===== config.mk =====
export PLATFORM = sky130hd
export DESIGN_NAME = sd_fifo_packer
export DESIGN_NICKNAME = d
export VERILOG_FILES = /design/src/rtl/sdp_pkg.sv /design/src/rtl/sd_word_fifo.sv /design/src/rtl/sd_byte_engine.sv /design/src/rtl/sd_fifo_packer.sv
export SDC_FILE = /design/constraint.sdc
export NUM_CORES = 1
export LEC_CHECK = 0
export BUFFER_PORTS_ARGS = -buffer_cell sky130_fd_sc_hd__buf_2
export CAP_MARGIN = 20
export CORE_ASPECT_RATIO = 1.5
export CORE_MARGIN = 10
export CORE_UTILIZATION = 35
export DETAILED_ROUTE_END_ITERATION = 12
export GPL_TIMING_DRIVEN = 0
export PLACE_DENSITY_LB_ADDON = 0.05
export SETUP_SLACK_MARGIN = 0.5
export SLEW_MARGIN = 15
export SYNTH_ARGS = -nofsm -noshare
export SYNTH_HDL_FRONTEND = slang
export SYNTH_SLANG_ARGS = --single-unit

===== constraint.sdc =====
create_clock -name clk -period 6.3 [get_ports clk]
set_input_delay 1.26 -clock clk [delete_from_list [all_inputs] [get_ports clk]]
set_output_delay 1.26 -clock clk [all_outputs]
set_load 0.02 [all_outputs]

===== src/rtl/sdp_pkg.sv =====
package sdp_pkg;
  // register byte offsets
  localparam logic [5:0] A_DATA  = 6'h00;
  localparam logic [5:0] A_STAT  = 6'h04;
  localparam logic [5:0] A_CFG   = 6'h08;
  localparam logic [5:0] A_BSIZE = 6'h0C;
  localparam logic [5:0] A_BCNT  = 6'h10;
  localparam logic [5:0] A_DBG   = 6'h14;

  // status and config bit positions
  localparam int ST_DATA     = 0;
  localparam int ST_DATA_IRQ = 8;
  localparam int ST_BLOCK    = 9;
  localparam int CF_DATA_IE  = 4;
  localparam int CF_BLOCK_IE = 8;

  localparam logic [31:0] DBG_RESET = 32'h0000_C60F;
  localparam logic [3:0]  FSM_DATA  = 4'h1;
  localparam logic [3:0]  FSM_PWRDN = 4'hF;

  typedef struct packed {
    logic word;   // a word crossed the FIFO boundary on the card side
    logic blk;    // block boundary reached while sending
    logic last;   // final counted byte moved
  } xfer_evt_t;
endpackage


===== src/rtl/sd_word_fifo.sv =====
module sd_word_fifo #(
  parameter int DEPTH = 16,
  parameter int W     = 32
) (
  input  logic                         clk,
  input  logic                         rst_n,
  input  logic                         push,
  input  logic [W-1:0]                 push_data,
  input  logic                         pop,
  output logic [W-1:0]                 head,
  output logic [$clog2(DEPTH+1)-1:0]   level,
  output logic                         full,
  output logic                         empty
);
  localparam int AW = $clog2(DEPTH);
  localparam int LW = $clog2(DEPTH+1);

  logic [W-1:0]  mem [DEPTH];
  logic [AW-1:0] rd_ptr_q;
  logic [LW-1:0] level_q;
  logic [AW-1:0] wr_idx;
  logic          push_ok, pop_ok;

  assign full    = (level_q == LW'(DEPTH));
  assign empty   = (level_q == '0);
  assign push_ok = push && !full;
  assign pop_ok  = pop && !empty;
  assign wr_idx  = rd_ptr_q + AW'(level_q);
  assign head    = empty ? '0 : mem[rd_ptr_q];
  assign level   = level_q;

  always_ff @(posedge clk) begin
    if (push_ok) mem[wr_idx] <= push_data;
  end

  always_ff @(posedge clk) begin
    if (!rst_n) begin
      rd_ptr_q <= '0;
      level_q  <= '0;
    end else begin
      if (pop_ok) rd_ptr_q <= rd_ptr_q + AW'(1);
      case ({push_ok, pop_ok})
        2'b10:   level_q <= level_q + LW'(1);
        2'b01:   level_q <= level_q - LW'(1);
        default: level_q <= level_q;
      endcase
    end
  end


  no_overflow_chk: assert property (@(posedge clk) disable iff (!rst_n)
    (push && full && !pop) |=> (level_q == LW'(DEPTH)));

  no_underflow_chk: assert property (@(posedge clk) disable iff (!rst_n)
    (pop && empty && !push) |=> (level_q == '0));
endmodule


===== src/rtl/sd_byte_engine.sv =====
module sd_byte_engine
  import sdp_pkg::*;
#(
  parameter int REM_W = 25,
  parameter int BSZ_W = 16
) (
  input  logic             clk,
  input  logic             rst_n,
  input  logic             rd_mode,
  input  logic             wr_mode,
  input  logic             load,
  input  logic [REM_W-1:0] load_rem,
  input  logic [BSZ_W-1:0] load_bsz,
  input  logic             fifo_full,
  input  logic             fifo_empty,
  input  logic [31:0]      fifo_head,
  input  logic             rx_valid,
  input  logic [7:0]       rx_data,
  output logic             rx_ready,
  output logic             tx_valid,
  output logic [7:0]       tx_data,
  input  logic             tx_ready,
  output logic             push,
  output logic [31:0]      push_data,
  output logic             pop,
  output xfer_evt_t        evt
);
  logic [REM_W-1:0] rem_q;
  logic [BSZ_W-1:0] blk_left_q, blk_size_q;
  logic [1:0]       bidx_q;
  logic [23:0]      hold_q;     // partial word (read) or unsent bytes (write)
  logic             active, rx_fire, tx_fire, last_byte;
  logic [31:0]      packed_word;

  assign active      = (rem_q != '0) && !load;
  assign rx_ready    = rd_mode && active && !fifo_full;
  assign tx_valid    = wr_mode && active && ((bidx_q != 2'd0) || !fifo_empty);
  assign tx_data     = (bidx_q == 2'd0) ? fifo_head[7:0] : hold_q[7:0];
  assign rx_fire     = rx_valid && rx_ready;
  assign tx_fire     = tx_valid && tx_ready;
  assign last_byte   = (rx_fire || tx_fire) && (rem_q == REM_W'(1));
  assign packed_word = {8'h00, hold_q} | ({24'h0, rx_data} << {bidx_q, 3'b000});

  assign push      = rx_fire && ((bidx_q == 2'd3) || last_byte);
  assign push_data = packed_word;
  assign pop       = tx_fire && (bidx_q == 2'd0);
  assign evt.word  = push || pop;
  assign evt.blk   = tx_fire && (blk_left_q == BSZ_W'(1));
  assign evt.last  = last_byte;

  always_ff @(posedge clk) begin
    if (!rst_n) begin
      rem_q      <= '0;
      blk_left_q <= '0;
      blk_size_q <= '0;
      bidx_q     <= '0;
      hold_q     <= '0;
    end else if (load) begin
      rem_q      <= load_rem;
      blk_left_q <= load_bsz;
      blk_size_q <= load_bsz;
      bidx_q     <= '0;
      hold_q     <= '0;
    end else begin
      if (rx_fire || tx_fire) rem_q <= rem_q - REM_W'(1);
      if (rx_fire) begin
        if (push) begin
          hold_q <= '0;
          bidx_q <= '0;
        end else begin
          hold_q <= packed_word[23:0];
          bidx_q <= bidx_q + 2'd1;
        end
      end else if (tx_fire) begin
        if (last_byte) begin
          hold_q <= '0;
          bidx_q <= '0;
        end else if (bidx_q == 2'd0) begin
          hold_q <= fifo_head[31:8];
          bidx_q <= 2'd3;
        end else begin
          hold_q <= {8'h00, hold_q[23:8]};
          bidx_q <= bidx_q - 2'd1;
        end
      end
      if (tx_fire)
        blk_left_q <= (blk_left_q == BSZ_W'(1)) ? blk_size_q : blk_left_q - BSZ_W'(1);
    end
  end


  rem_step_chk: assert property (@(posedge clk) disable iff (!rst_n)
    (rx_fire || tx_fire) |=> (rem_q == $past(rem_q) - REM_W'(1)));

  tx_hold_chk: assert property (@(posedge clk) disable iff (!rst_n)
    (tx_valid && !tx_ready) |=> (!wr_mode || load || (tx_valid && $stable(tx_data))));

  mode_excl_chk: assert property (@(posedge clk) disable iff (!rst_n)
    !(rd_mode && wr_mode));
endmodule


===== src/rtl/sd_fifo_packer.sv =====
module sd_fifo_packer
  import sdp_pkg::*;
#(
  parameter int FIFO_DEPTH = 16,
  parameter int BSZ_W      = 16,
  parameter int BCNT_W     = 9
) (
  input  logic        clk,
  input  logic        rst_n,
  input  logic        xfer_read,
  input  logic        xfer_write,
  input  logic [5:0]  reg_addr,
  input  logic        reg_wr,
  input  logic        reg_rd,
  input  logic [31:0] reg_wdata,
  output logic [31:0] reg_rdata,
  input  logic        card_rx_valid,
  input  logic [7:0]  card_rx_data,
  output logic        card_rx_ready,
  output logic        card_tx_valid,
  output logic [7:0]  card_tx_data,
  input  logic        card_tx_ready
);
  localparam int REM_W = BSZ_W + BCNT_W;
  localparam int LVL_W = $clog2(FIFO_DEPTH + 1);

  logic [31:0]       cfg_q;
  logic [BSZ_W-1:0]  bsz_q;
  logic [BCNT_W-1:0] bcnt_q;
  logic [31:9]       dbg_hi_q;
  logic [3:0]        dbg_nib_q;
  logic              st_data_q, st_dirq_q, st_blk_q;

  logic wr_data, rd_data, wr_stat, wr_cfg, wr_bsz, wr_bcnt, wr_dbg;
  assign wr_data = reg_wr && (reg_addr == A_DATA);
  assign rd_data = reg_rd && (reg_addr == A_DATA);
  assign wr_stat = reg_wr && (reg_addr == A_STAT);
  assign wr_cfg  = reg_wr && (reg_addr == A_CFG);
  assign wr_bsz  = reg_wr && (reg_addr == A_BSIZE);
  assign wr_bcnt = reg_wr && (reg_addr == A_BCNT);
  assign wr_dbg  = reg_wr && (reg_addr == A_DBG);

  logic             f_push, f_pop, f_full, f_empty;
  logic [31:0]      f_wdata, f_head;
  logic [LVL_W-1:0] f_level;
  logic             e_push, e_pop;
  logic [31:0]      e_word;
  xfer_evt_t        evt;
  logic [REM_W-1:0] load_rem;

  assign load_rem = REM_W'(reg_wdata[BCNT_W-1:0]) * REM_W'(bsz_q);
  assign f_push   = e_push || (wr_data && !xfer_read);
  assign f_wdata  = e_push ? e_word : reg_wdata;
  assign f_pop    = e_pop || (rd_data && !xfer_write);

  sd_word_fifo #(.DEPTH(FIFO_DEPTH), .W(32)) u_fifo (
    .clk(clk), .rst_n(rst_n),
    .push(f_push), .push_data(f_wdata), .pop(f_pop),
    .head(f_head), .level(f_level), .full(f_full), .empty(f_empty)
  );

  sd_byte_engine #(.REM_W(REM_W), .BSZ_W(BSZ_W)) u_engine (
    .clk(clk), .rst_n(rst_n),
    .rd_mode(xfer_read), .wr_mode(xfer_write),
    .load(wr_bcnt), .load_rem(load_rem), .load_bsz(bsz_q),
    .fifo_full(f_full), .fifo_empty(f_empty), .fifo_head(f_head),
    .rx_valid(card_rx_valid), .rx_data(card_rx_data), .rx_ready(card_rx_ready),
    .tx_valid(card_tx_valid), .tx_data(card_tx_data), .tx_ready(card_tx_ready),
    .push(e_push), .push_data(e_word), .pop(e_pop), .evt(evt)
  );

  always_ff @(posedge clk) begin
    if (!rst_n) begin
      cfg_q     <= '0;
      bsz_q     <= '0;
      bcnt_q    <= '0;
      dbg_hi_q  <= DBG_RESET[31:9];
      dbg_nib_q <= DBG_RESET[3:0];
      st_data_q <= 1'b0;
      st_dirq_q <= 1'b0;
      st_blk_q  <= 1'b0;
    end else begin
      if (wr_cfg)  cfg_q  <= reg_wdata;
      if (wr_bsz)  bsz_q  <= reg_wdata[BSZ_W-1:0];
      if (wr_bcnt) bcnt_q <= reg_wdata[BCNT_W-1:0];
      if (wr_dbg) begin
        dbg_hi_q  <= reg_wdata[31:9];
        dbg_nib_q <= (reg_wdata[3:0] == FSM_PWRDN) ? 4'h0 : reg_wdata[3:0];
      end
      if (evt.last) dbg_nib_q <= FSM_DATA;
      st_data_q <= (st_data_q && !(wr_stat && reg_wdata[ST_DATA])) || evt.word;
      st_dirq_q <= (st_dirq_q && !(wr_stat && reg_wdata[ST_DATA_IRQ]))
                   || (evt.word && cfg_q[CF_DATA_IE]);
      st_blk_q  <= (st_blk_q && !(wr_stat && reg_wdata[ST_BLOCK]))
                   || (evt.blk && cfg_q[CF_BLOCK_IE]);
    end
  end

  always_comb begin
    reg_rdata = '0;
    case (reg_addr)
      A_DATA:  reg_rdata = xfer_write ? 32'h0 : f_head;
      A_STAT: begin
        reg_rdata[ST_DATA]     = st_data_q;
        reg_rdata[ST_DATA_IRQ] = st_dirq_q;
        reg_rdata[ST_BLOCK]    = st_blk_q;
      end
      A_CFG:   reg_rdata = cfg_q;
      A_BSIZE: reg_rdata = 32'(bsz_q);
      A_BCNT:  reg_rdata = 32'(bcnt_q);
      A_DBG:   reg_rdata = {dbg_hi_q, 5'(f_level), dbg_nib_q};
      default: reg_rdata = '0;
    endcase
  end


  data_flag_chk: assert property (@(posedge clk) disable iff (!rst_n)
    evt.word |=> st_data_q);

  block_flag_chk: assert property (@(posedge clk) disable iff (!rst_n)
    (evt.blk && cfg_q[CF_BLOCK_IE]) |=> st_blk_q);

  w1c_clear_chk: assert property (@(posedge clk) disable iff (!rst_n)
    (wr_stat && reg_wdata[ST_DATA] && !evt.word) |=> !st_data_q);

  data_mode_chk: assert property (@(posedge clk) disable iff (!rst_n)
    evt.last |=> (dbg_nib_q == FSM_DATA));
endmodule


* Yosys cells after proc, flatten, opt, wreduce, memory -nomap -nowiden
Memories as Yosys holds them, arrays and structs flattened. A register that Yosys moved wholly into a read port is not among the register bits.
Cells that the tools add are included.
** Cells by class
- Add/sub/neg operators :: 8
- $mul :: 1
- Equality and inequality tests :: 12
- Shift-type cells :: 1
- Mux-type cells :: 31
- Bitwise operators :: 2
- Reductions and logical operators :: 59
** Operators by type and width (count)
- two-way mux 24 bit :: 5
- two-way mux 32 bit :: 3
- case mux 22 bit (4 select lines) :: 1
- two-way mux 25 bit :: 2
- two-way mux 16 bit :: 3
- case mux 7 bit (5 select lines) :: 1
- bitwise OR 24 x 32 -> 32 bit :: 1
- << shifter 8 x 5 -> 32 bit :: 1
- logical AND 1 bit :: 30
- equality test 25 x 1 -> 1 bit (second input constant) :: 1
- multiplier 9 x 16 -> 25 bit :: 1
- nonzero test 25 bit :: 1
- subtractor 25 x 1 -> 25 bit (second input constant) :: 1
- two-way mux 4 bit :: 5
- equality test 16 x 1 -> 1 bit (second input constant) :: 1
- subtractor 16 x 1 -> 16 bit (second input constant) :: 1
- equality test 6 x 4 -> 1 bit (second input constant) :: 2
- equality test 6 x 5 -> 1 bit (second input constant) :: 2
- case mux 2 bit (6 select lines) :: 1
- nonzero test 2 bit :: 6
- two-way mux 2 bit :: 5
- case mux 5 bit (2 select lines) :: 1
- logical OR 1 bit :: 9
- logical NOT 1 bit :: 8
- other kinds (19) :: 22
** Storage, ports and cells
- Register bits after elaboration :: 179
- Memory bits (writable) :: 512
- Input bits :: 54
- Output and inout port bits :: 42
- Logic and storage cells :: 131
- Memories :: 1
** Memories
- u_fifo.mem :: words 16, width 32, read ports 1, clocked after Yosys merged registers in 1, wr ports 1, line sd_word_fifo.sv:18 : logic [W-1:0] mem [DEPTH];

* Longest topological paths before layout
Gate-level depths: netlist (run 1).
- Word-level depth :: 15
- Gate-level depth with buffers :: 20
- Depth with buffers taken out :: 18

* Cells and area by module
From an unflattened synthesis (run 1), not the netlist that was laid out.
** Second synthesis, totals
- Cell total of the unflattened synthesis :: 2611
- Area, all modules :: 34714.5 um2
** Modules (own cells, without submodules)
- sd_word_fifo :: instances 1, cells each 858, area an instance 20263.2 um2, seq. area each 15635.0 um2
- sd_fifo_packer :: instances 1, cells each 1121, area an instance 9228.9 um2, seq. area each 1741.7 um2
- sd_byte_engine :: instances 1, cells each 632, area an instance 5222.5 um2, seq. area each 1661.6 um2

* Worst setup path after synthesis (run 1)
No wires, ideal clock.
- Path type :: in2reg
- Start point :: input port reg_addr[1]
- End point :: memory u_fifo.mem[5][0], enable pin
- Library setup time :: 0.502 ns
- Arrival :: 5.857 ns
- Required time :: 5.798 ns
- Setup slack :: -0.058 ns
- Cell stages on the path :: 8
- Buffers on the path :: 2
- Path through :: or4_1 buf_2 nor2_1 nand2_1 nor3_1 o21ai_2 buf_2 nor4_1
** Between the ends
- Longest elaborated chain between the ends :: 15
- Elaborated cells on any way between the ends :: 21
- Those cells by class :: eq/ne (1); mux (2); reduce/logical (18)
** Ends and longest elaborated chain
- start, declared :: line sd_fifo_packer.sv:12 : input logic [5:0] reg_addr,
- equality test 6 x 5 -> 1 bit :: line sd_fifo_packer.sv:40 : assign wr_bcnt = reg_wr && (reg_addr == A_BCNT);
- logical AND 1 bit :: line sd_fifo_packer.sv:40
- logical NOT 1 bit :: line sd_byte_engine.sv:35 : assign active = (rem_q != '0) && !load;
- logical AND 1 bit :: line sd_byte_engine.sv:35
- logical AND 1 bit, on equally long branches (2 in series) :: line sd_byte_engine.sv:36, sd_byte_engine.sv:37
- logical AND 1 bit, on equally long branches :: line sd_byte_engine.sv:39, sd_byte_engine.sv:40
- logical OR 1 bit :: line sd_byte_engine.sv:41 : assign last_byte = (rx_fire || tx_fire) && (rem_q == REM_W'(1));
- logical AND 1 bit :: line sd_byte_engine.sv:41
- logical OR 1 bit :: line sd_byte_engine.sv:44 : assign push = rx_fire && ((bidx_q == 2'd3) || last_byte);
- logical AND 1 bit :: line sd_byte_engine.sv:44
- logical OR 1 bit (*) :: line sd_fifo_packer.sv:52 : assign f_push = e_push || (wr_data && !xfer_read);
- logical AND 1 bit (*) :: line sd_word_fifo.sv:26 : assign push_ok = push && !full;
- two-way mux 1 bit (*) :: line sd_word_fifo.sv:33 : if (push_ok) mem[wr_idx] <= push_data;
- two-way mux 1 bit (implied by the code) (*) :: line sd_word_fifo.sv:33
- end, declared :: line sd_word_fifo.sv:18
Every way passes the cells marked *; elsewhere a longest branch is shown, timed or not.

* Final worst setup path (run 1)
- Start point :: input port reg_wdata[0]
- End point :: register u_engine.rem_q[24]
** Between the ends
- Longest elaborated chain between the ends :: 2
** Ends and longest elaborated chain
- start, declared :: line sd_fifo_packer.sv:15 : input logic [31:0] reg_wdata,
- multiplier 9 x 16 -> 25 bit :: line sd_fifo_packer.sv:51 : assign load_rem = REM_W'(reg_wdata[BCNT_W-1:0]) * REM_W'(bsz_q);
- two-way mux 25 bit :: line sd_byte_engine.sv:58 : end else if (load) begin
- end signal, assigned :: line sd_byte_engine.sv:59 : rem_q <= load_rem;
- end signal, assigned :: line sd_byte_engine.sv:65 : if (rx_fire || tx_fire) rem_q <= rem_q - REM_W'(1);
- end, declared :: line sd_byte_engine.sv:28 : logic [REM_W-1:0] rem_q;
No other way between the ends.
A chain may end at the register's enable or synchronous reset.

==> flow_summary_export.csv, run 1 <==
group,metric,value,unit
power_and_ir_drop,clkPwrFrac,35.0,%
placement,portBuffers,91,
timing,fin_crit,5.61,ns
logic_synthesis,yosysWarnings,0,
power_and_ir_drop,leakagePower,13.9,nW
logic_synthesis,synth_top_area_share,45.8,%
floorplan,die-area,109000,um2
timing,finalHoldWorstSlack,0.456,ns
worst_setup_path,slowest_stage,"fa_1",
logic_synthesis,syn_area_per_cell,13.0,um2
job,timing.max_cap.violations,0,
routing,drc,0,
final_layout,drive_above_1_share,20.2,%
logic_synthesis,synth_edf_count,512,
floorplan,initial_core_util,35.2,%
final_layout,final_util,41.0,%
final_layout,mostFrequentLayoutCells,"edfxtp_1 (512), nand2_1 (341), dfxtp_1 (183), a21oi_1 (182), inv_1 (161)",
placement,dp_hpwl,93.2,mm
grt,grt_first_pass_wirelength,170,mm
worst_setup_path,worst-path-buf-inv,7,
logic_synthesis,yosysSeqAreaShare,56.7,%
worst_setup_path,rr_worst_depth,17,
status,status,"finished clean",
logic_synthesis,synthDistinctLibCells,77,
routing,drt_iter0_drc,1671,
power_and_ir_drop,powerDensity,324,nW/um2
worst_setup_path,regToRegEndpoint,"u_engine.rem_q[24]",
power_and_ir_drop,netSwitchingFraction,31.2,%
power_and_ir_drop,cell_internal_pwr,8.72,mW
power_and_ir_drop,combPwrFrac,22.0,%
clocking,clockRootBuffer,"clkbuf_16",
final_layout,seqCellArea,19000,um2
final_layout,nFillCells,9024,
routing,firstDrtPassIters,6,
floorplan,die-width,273,um
worst_setup_path,worstPathCellList,"buf_2, buf_6, buf_6, nand2_1, fa_1, inv_1, fa_1, fa_1, inv_1, fa_1, inv_1, ha_2, a21oi_2, o21bai_1, or4_1, buf_2, a31oi_2, xnor2_2, o22ai_1",
worst_setup_path,start_kind,"input port",
logic_synthesis,syn-cell-area,33600,um2
power_and_ir_drop,ir_drop,0.000261,V
worst_setup_path,startpoint,"reg_wdata[0]",
logic_synthesis,synth_ff_type,"edfxtp_1",
logic_synthesis,syn_nets,2805,
routing,num_vias,22900,
hold_path,hold_class,"reg -> reg",
grt,grt_antenna_before_repair,13,
placement,gp_congestion,0.945,
logic_synthesis,post-synth-top-area-cell,"edfxtp_1",
worst_setup_path,critPathCapture,"u_engine.rem_q[24]",
final_layout,syn_to_final_growth,16.7,%
power_and_ir_drop,seqPwrFrac,43.0,%
logic_synthesis,synthTopCellsByArea,"edfxtp_1 (46%), dfxtp_1 (11%), mux4_2 (11%)",
worst_setup_path,crit_path_end_kind,"register",
floorplan,core_area,95500,um2
clocking,cts_made_buffers,70,
worst_setup_path,arrival,6.11,ns
power_and_ir_drop,power_switching,3.96,mW
timing,worst_slew_pin_slew,1.14,ns
timing,min_period_over_period,89.1,%
routing,wire_per_inst,28.1,um
grt,overflow,0,
logic_synthesis,ys_ff_latch,695,
worst_setup_path,cp.depth,19,
final_layout,multi_input_area,13400,um2
timing,drv_slew,0,
routing,vias_per_cell,5.44,
worst_setup_path,max_stage_delay,0.62,ns
timing,setup_viol,0,
worst_setup_path,cp_top_family,"adder cells",
worst_setup_path,crit_required,6.80,ns
routing,ant_nets,0,
routing,wl,119,mm
timing,fin_worst_skew,0.0296,ns
grt,grt_pass1_vias,23900,
clocking,clock_sinks,695,
timing,max_freq,178,MHz
worst_setup_path,r2r_slack,0.70,ns
clocking,htreeDepth,3,
clocking,tritoncts,"yes",
timing,maxSlewHeadroom,23.7,%
final_layout,layout_commonest_cell,"edfxtp_1",
worst_setup_path,critical_path_class,"in -> reg",
worst_setup_path,crit_top_cell,"fa_1",
clocking,clockBufferDepth,3,
floorplan,die_y,399,um
floorplan,ioPinCount,96,
grt,grtUsageTotal,21.8,%
floorplan,rows,139,
final_layout,nets,3099,
clocking,clk_pin_slew_worst_paths,0.06,ns
timing,hold_violations,0,
logic_synthesis,syn_inst,2591,
grt,grt_max_degree,17,
clocking,clkLatencyLatePin,0.67,ns
logic_synthesis,synthArstFlopShare,0,%
worst_setup_path,r2r_start,"bsz_q[13]",
worst_setup_path,cp_max_fo,10,
timing,rsz0062_at_grt,"no",
hold_path,hp-start,"cfg_q[14]",
## layout make-up
class | count | area share [%]
repair buffers | 222 | 3.59
clock buffers | 85 | 4.77
clock inverters | 43 | 1.31
plain buffers | 164 | 1.86
diodes | 3 | 0.0192
inverters | 162 | 1.55
multi-input cells | 1570 | 34.3
well taps | 1269 | 4.05
flip-flops and latches | 695 | 48.6
## Yosys cell counts (12+ instances only)
library cell,number
xor2_1,24
inv_1,161
a221oi_1,18
o21ai_0,86
nor4_1,23
nor3_1,26
nand2_1,341
and2_1,103
a221o_1,15
nand3_1,32
edfxtp_1,512
mux4_2,159
xnor2_1,28
buf_2,25
a31oi_1,24
nor2_1,107
o211ai_1,15
o21ai_1,12
dfxtp_1,183
fa_1,101
mux2i_1,26
clkbuf_1,121
a21oi_1,197
nor2b_1,20
ha_1,59
## worst min-delay path by stage
| stage | depth (start not counted) | to | slack [ns] |
|---|---|---|---|
| floorplan | 2 | cfg_q[10] | 0.44 |
| global placement | 2 | dbg_hi_q[31] | 0.44 |
| detailed placement | 2 | cfg_q[6] | 0.45 |
| CTS | 2 | cfg_q[6] | 0.45 |
| global route | 2 | cfg_q[6] | 0.47 |
| finish | 2 | cfg_q[14] | 0.46 |
## through the flow
stage                     setup TNS [ns]  instances  total power, mW  worst slack (ns)  cell area, um2
after detailed placement           -3.24       4075             8.29            -0.465           36600
after CTS                              0       4203             12.7             0.413           39000
after floorplan                    -9.26       2591             7.32           -0.0582           33600
after global routing                   0       4211             13.2             0.506           39200
final                                  0       4213             12.7             0.687           39200
after global placement          -2775.45       3951             8.24             -7.17           35600
## kinds of logic (layout without fill, tap and decap cells)
family                     Yosys count  in the layout  share of synthesized area (%)
other                                0              3                              0
muxes                              186            186                           11.5
buffers and inverters              326            676                           3.90
xor gates and xnor gates            52             52                           1.36
DFF                                695            695                           56.7
AOI/OAI and AO/OA                  448            448                           8.06
adders and majority gates          160            160                           8.22
and+or+nand+nor                    724            724                           10.3
## worst min-delay path, delay by kind of cell (launching register included)
| kind | cells | cell delay [ns] |
|---|---|---|
| and+or+nand+nor | 1 | 0.05 |
| AOI/OAI and AO/OA | 1 | 0.05 |
| DFF | 1 | 0.31 |
## what timing repair did
action	4_1_cts	5_1_grt
hold buffers	0	0
endpoints found under the setup margin	24	12
endpoints found under the hold margin	0	0
gates resized for setup	11	20
buffers inserted	0	0
pin swaps	0	1
## flip-flops by register name, indices dropped and copies added (netlist names), named ones only
register	flops
u_fifo.mem	512
cfg_q	32
u_engine.rem_q	25
u_engine.hold_q	24
dbg_hi_q	23
bsz_q	16
u_engine.blk_left_q	16
u_engine.blk_size_q	16
bcnt_q	9
u_fifo.level	5
dbg_nib_q	4
u_fifo.rd_ptr_q	4
u_engine.bidx_q	2
st_blk_q	1
st_data_q	1
st_dirq_q	1
## power groups by stage
stage	Sequential, mW	Clock [mW]	Combinational [mW]
4_1_cts	5.45	4.53	2.76
6_report	5.46	4.43	2.79
5_1_grt	5.48	4.68	3.04
2_1_floorplan	5.49	0	1.83
3_3_place_gp	5.55	0	2.69
3_5_place_dp	5.55	0	2.74
## metal layers
| metal | up-vias | routed length, um | global-route usage, % |
|---|---|---|---|
| met2 | 738 | 62900 | 40.1 |
| met3 | 234 | 5770 | 2.97 |
| met4 | 10 | 6040 | 11.0 |
| met5 | - | 49 | 0 |
| li1 | 10100 | - | - |
| met1 | 11900 | 43800 | 24.4 |
Note: power is estimated with default switching activity, not from simulation.
==> inputs of run 2 (changes only) <==
--- a/config.mk
+++ b/config.mk
@@ -12,9 +12,11 @@
 export CORE_UTILIZATION = 35
 export DETAILED_ROUTE_END_ITERATION = 12
 export GPL_TIMING_DRIVEN = 0
+export MAX_ROUTING_LAYER = met4
 export PLACE_DENSITY_LB_ADDON = 0.05
 export SETUP_SLACK_MARGIN = 0.5
 export SLEW_MARGIN = 15
 export SYNTH_ARGS = -nofsm -noshare
 export SYNTH_HDL_FRONTEND = slang
+export SYNTH_HIERARCHICAL = 1
 export SYNTH_SLANG_ARGS = --single-unit
==> flow_summary_export.csv, run 2 <==
group,metric,value,unit
logic_synthesis,syn_nets,2823,
grt,grt_first_pass_wirelength,180,mm
timing,fin_crit,5.71,ns
clocking,cts_hold_buf,0,
power_and_ir_drop,netSwitchingFraction,31.4,%
final_layout,top_regs,"u_fifo/mem x512, cfg_q x32, u_engine/rem_q x25",
placement,pre_cts_slack,-0.756,ns
worst_setup_path,crit_required,6.88,ns
logic_synthesis,synth_top_area_share,44.3,%
worst_setup_path,start_kind,"input port",
clocking,clockRootBuffer,"clkbuf_16",
final_layout,top_register,"u_fifo/mem",
logic_synthesis,post-synth-top-area-cell,"edfxtp_1",
logic_synthesis,synthMostInstantiatedCell,"edfxtp_1",
clocking,clk_pin_slew_worst_paths,0.06,ns
floorplan,ioPinCount,96,
timing,fin_worst_skew,0.0232,ns
power_and_ir_drop,clkPwrFrac,34.7,%
grt,overflow,0,
floorplan,die-area,112000,um2
logic_synthesis,synthArstFlopShare,0,%
final_layout,final_area,40100,um2
job,timing.max_cap.violations,0,
logic_synthesis,muxShareOfSynthArea,12.8,%
timing,fin_ws,0.590,ns
timing,min_period_over_period,90.6,%
grt,grt_antenna_before_repair,13,
power_and_ir_drop,combPwrFrac,22.8,%
power_and_ir_drop,cell_internal_pwr,8.72,mW
placement,dpl_cell_area,37500,um2
routing,wire_per_inst,30.3,um
final_layout,nets,3022,
clocking,clkLatencyLatePin,0.67,ns
final_layout,nFillCells,9239,
logic_synthesis,syn_inst,2611,
timing,rsz0062_at_grt,"yes",
grt,grtUsageTotal,22.9,%
status,status,"finished clean",
floorplan,die_y,406,um
routing,num_vias,23200,
logic_synthesis,synth_ff_type,"edfxtp_1",
logic_synthesis,yosysWarnings,6,
final_layout,drive_above_1_share,21.9,%
routing,ant_nets,0,
clocking,tritoncts,"yes",
power_and_ir_drop,seqPwrFrac,42.5,%
power_and_ir_drop,powerDensity,317,nW/um2
worst_setup_path,crit_path_end_kind,"register",
timing,hold_violations,0,
worst_setup_path,cp_max_fo,10,
logic_synthesis,yosys-top-cells-count,"edfxtp_1 (512), nand2_1 (293), dfxtp_1 (183)",
placement,portBuffers,91,
clocking,clockBufferDepth,3,
timing,setup_viol,0,
routing,wl,126,mm
final_layout,syn_to_final_growth,15.6,%
logic_synthesis,synth_xor_area_share,1.03,%
logic_synthesis,yosysSeqAreaShare,54.8,%
timing,max_freq,175,MHz
placement,gp_congestion,0.919,
timing,drv_slew,0,
routing,vias_per_cell,5.57,
floorplan,die-width,277,um
timing,finalHoldWorstSlack,0.456,ns
worst_setup_path,critical_path_class,"in -> reg",
routing,drt_iter0_drc,2073,
timing,worst_slew_pin_slew,1.05,ns
logic_synthesis,synth_fa_ha_area_share,7.86,%
worst_setup_path,cp_top_family,"adder cells",
clocking,htreeDepth,3,
power_and_ir_drop,power_switching,3.99,mW
power_and_ir_drop,leakagePower,14.3,nW
floorplan,rows,141,
timing,maxSlewHeadroom,30.0,%
routing,firstDrtPassIters,7,
logic_synthesis,synthTopCellsByArea,"edfxtp_1 (44%), dfxtp_1 (11%), mux4_2 (10%)",
worst_setup_path,r2r_slack,0.69,ns
grt,grt_pass1_vias,24400,
logic_synthesis,synth_top_family_by_area,"multiplexers",
logic_synthesis,synthDistinctLibCells,92,
logic_synthesis,synthSimpleGateAreaFrac,9.76,%
logic_synthesis,syn_area_per_cell,13.3,um2
worst_setup_path,worstPathCellList,"buf_2, clkbuf_4, and2_1, fa_1, inv_1, fa_1, inv_1, fa_1, inv_1, fa_1, inv_1, ha_1, a21o_1, o21bai_2, o21ai_2, o21ai_1, a211oi_2, o21ai_0, a21oi_1",
floorplan,initial_core_util,35.3,%
routing,drc,0,
logic_synthesis,ys_ff_latch,695,
logic_synthesis,synth-compound-area-share,9.36,%
clocking,cts_made_buffers,74,
worst_setup_path,slowest_stage,"fa_1",
final_layout,final_util,40.8,%
power_and_ir_drop,power.total,12.7,mW
grt,grt_max_degree,18,
placement,dp_hpwl,94.7,mm
clocking,clock_sinks,695,
power_and_ir_drop,ir_drop,0.000262,V
worst_setup_path,arrival,6.29,ns
final_layout,layout_commonest_cell,"edfxtp_1",
hold_path,hold_class,"reg -> reg",
floorplan,core_area,98400,um2
logic_synthesis,synth_edf_count,512,
worst_setup_path,max_stage_delay,0.54,ns
logic_synthesis,syn-cell-area,34700,um2
final_layout,mostFrequentLayoutCells,"edfxtp_1 (512), nand2_1 (292), dfxtp_1 (183), inv_1 (174), mux4_2 (160)",
final_layout,largest_reg_flops,512,
worst_setup_path,worst-path-buf-inv,6,
-- run 2: final timing paths --
| kind | end | depth (start not counted) | startpoint |
|---|---|---|---|
| setup reg to reg | u_engine/rem_q[17] | 17 | bsz_q[6] |
| setup / recovery | u_engine/rem_q[17] | 19 | reg_wdata[3] |
| hold reg to reg | cfg_q[1] | 2 | cfg_q[1] |
| hold / removal | cfg_q[1] | 2 | cfg_q[1] |
-- run 2: cell type report --
class                   count  area (um2)  area share (%)
flip-flops and latches    695       19000            47.4
multi-input cells        1557       14300            35.7
clock buffers              93        1960            4.90
well taps                1287        1610            4.01
repair buffers            123        1120            2.80
plain buffers             183         923            2.30
inverters                 176         661            1.65
clock inverters            41         455            1.13
diodes                      9        22.5          0.0561
-- run 2: layer usage --
layer / routed length (um) / GRT usage, %
met2: 66900 / 41.6
met3: 5360 / 2.98
met5: 0 / -
met1: 46700 / 24.3
met4: 7080 / 11.4
-- run 2: power groups by stage --
stage | Clock [mW] | Sequential [mW] | Combinational [mW]
floorplan | 0 | 5.43 | 1.94
global placement | 0 | 5.48 | 2.84
detailed placement | 0 | 5.49 | 2.88
CTS | 4.53 | 5.39 | 2.90
global route | 4.69 | 5.42 | 3.14
finish | 4.41 | 5.40 | 2.90
-- run 2: kinds of logic (layout without fill, tap and decap cells) --
family / Yosys count / after routing
adder cells (fa/ha/maj): 158 / 158
other: 0 / 9
XOR/XNOR: 41 / 41
flip-flops: 695 / 695
AND/OR/NAND/NOR: 672 / 672
buffers and inverters: 359 / 616
AO/OA/AOI/OAI: 449 / 449
multiplexers: 237 / 237
-- run 2: tightest hold or removal path: cells and delay by family (launching register included) --
family / cells / cell delay [ns]
DFF: 1 / 0.31
AOI/OAI and AO/OA: 1 / 0.05
and+or+nand+nor: 1 / 0.05
-- run 2: metrics by stage --
stage	cells	setup TNS, ns
6_report	4164	0
5_1_grt	4163	0
4_1_cts	4155	0
3_5_place_dp	4019	-99.01
3_3_place_gp	3989	-1544.16
2_1_floorplan	2611	0
-- run 2: repair_timing --
action                                  CTS  global route
pin swaps                                 3             2
endpoints found under the setup margin  222            78
setup buffers                             2             0
gates resized for setup                  29            40
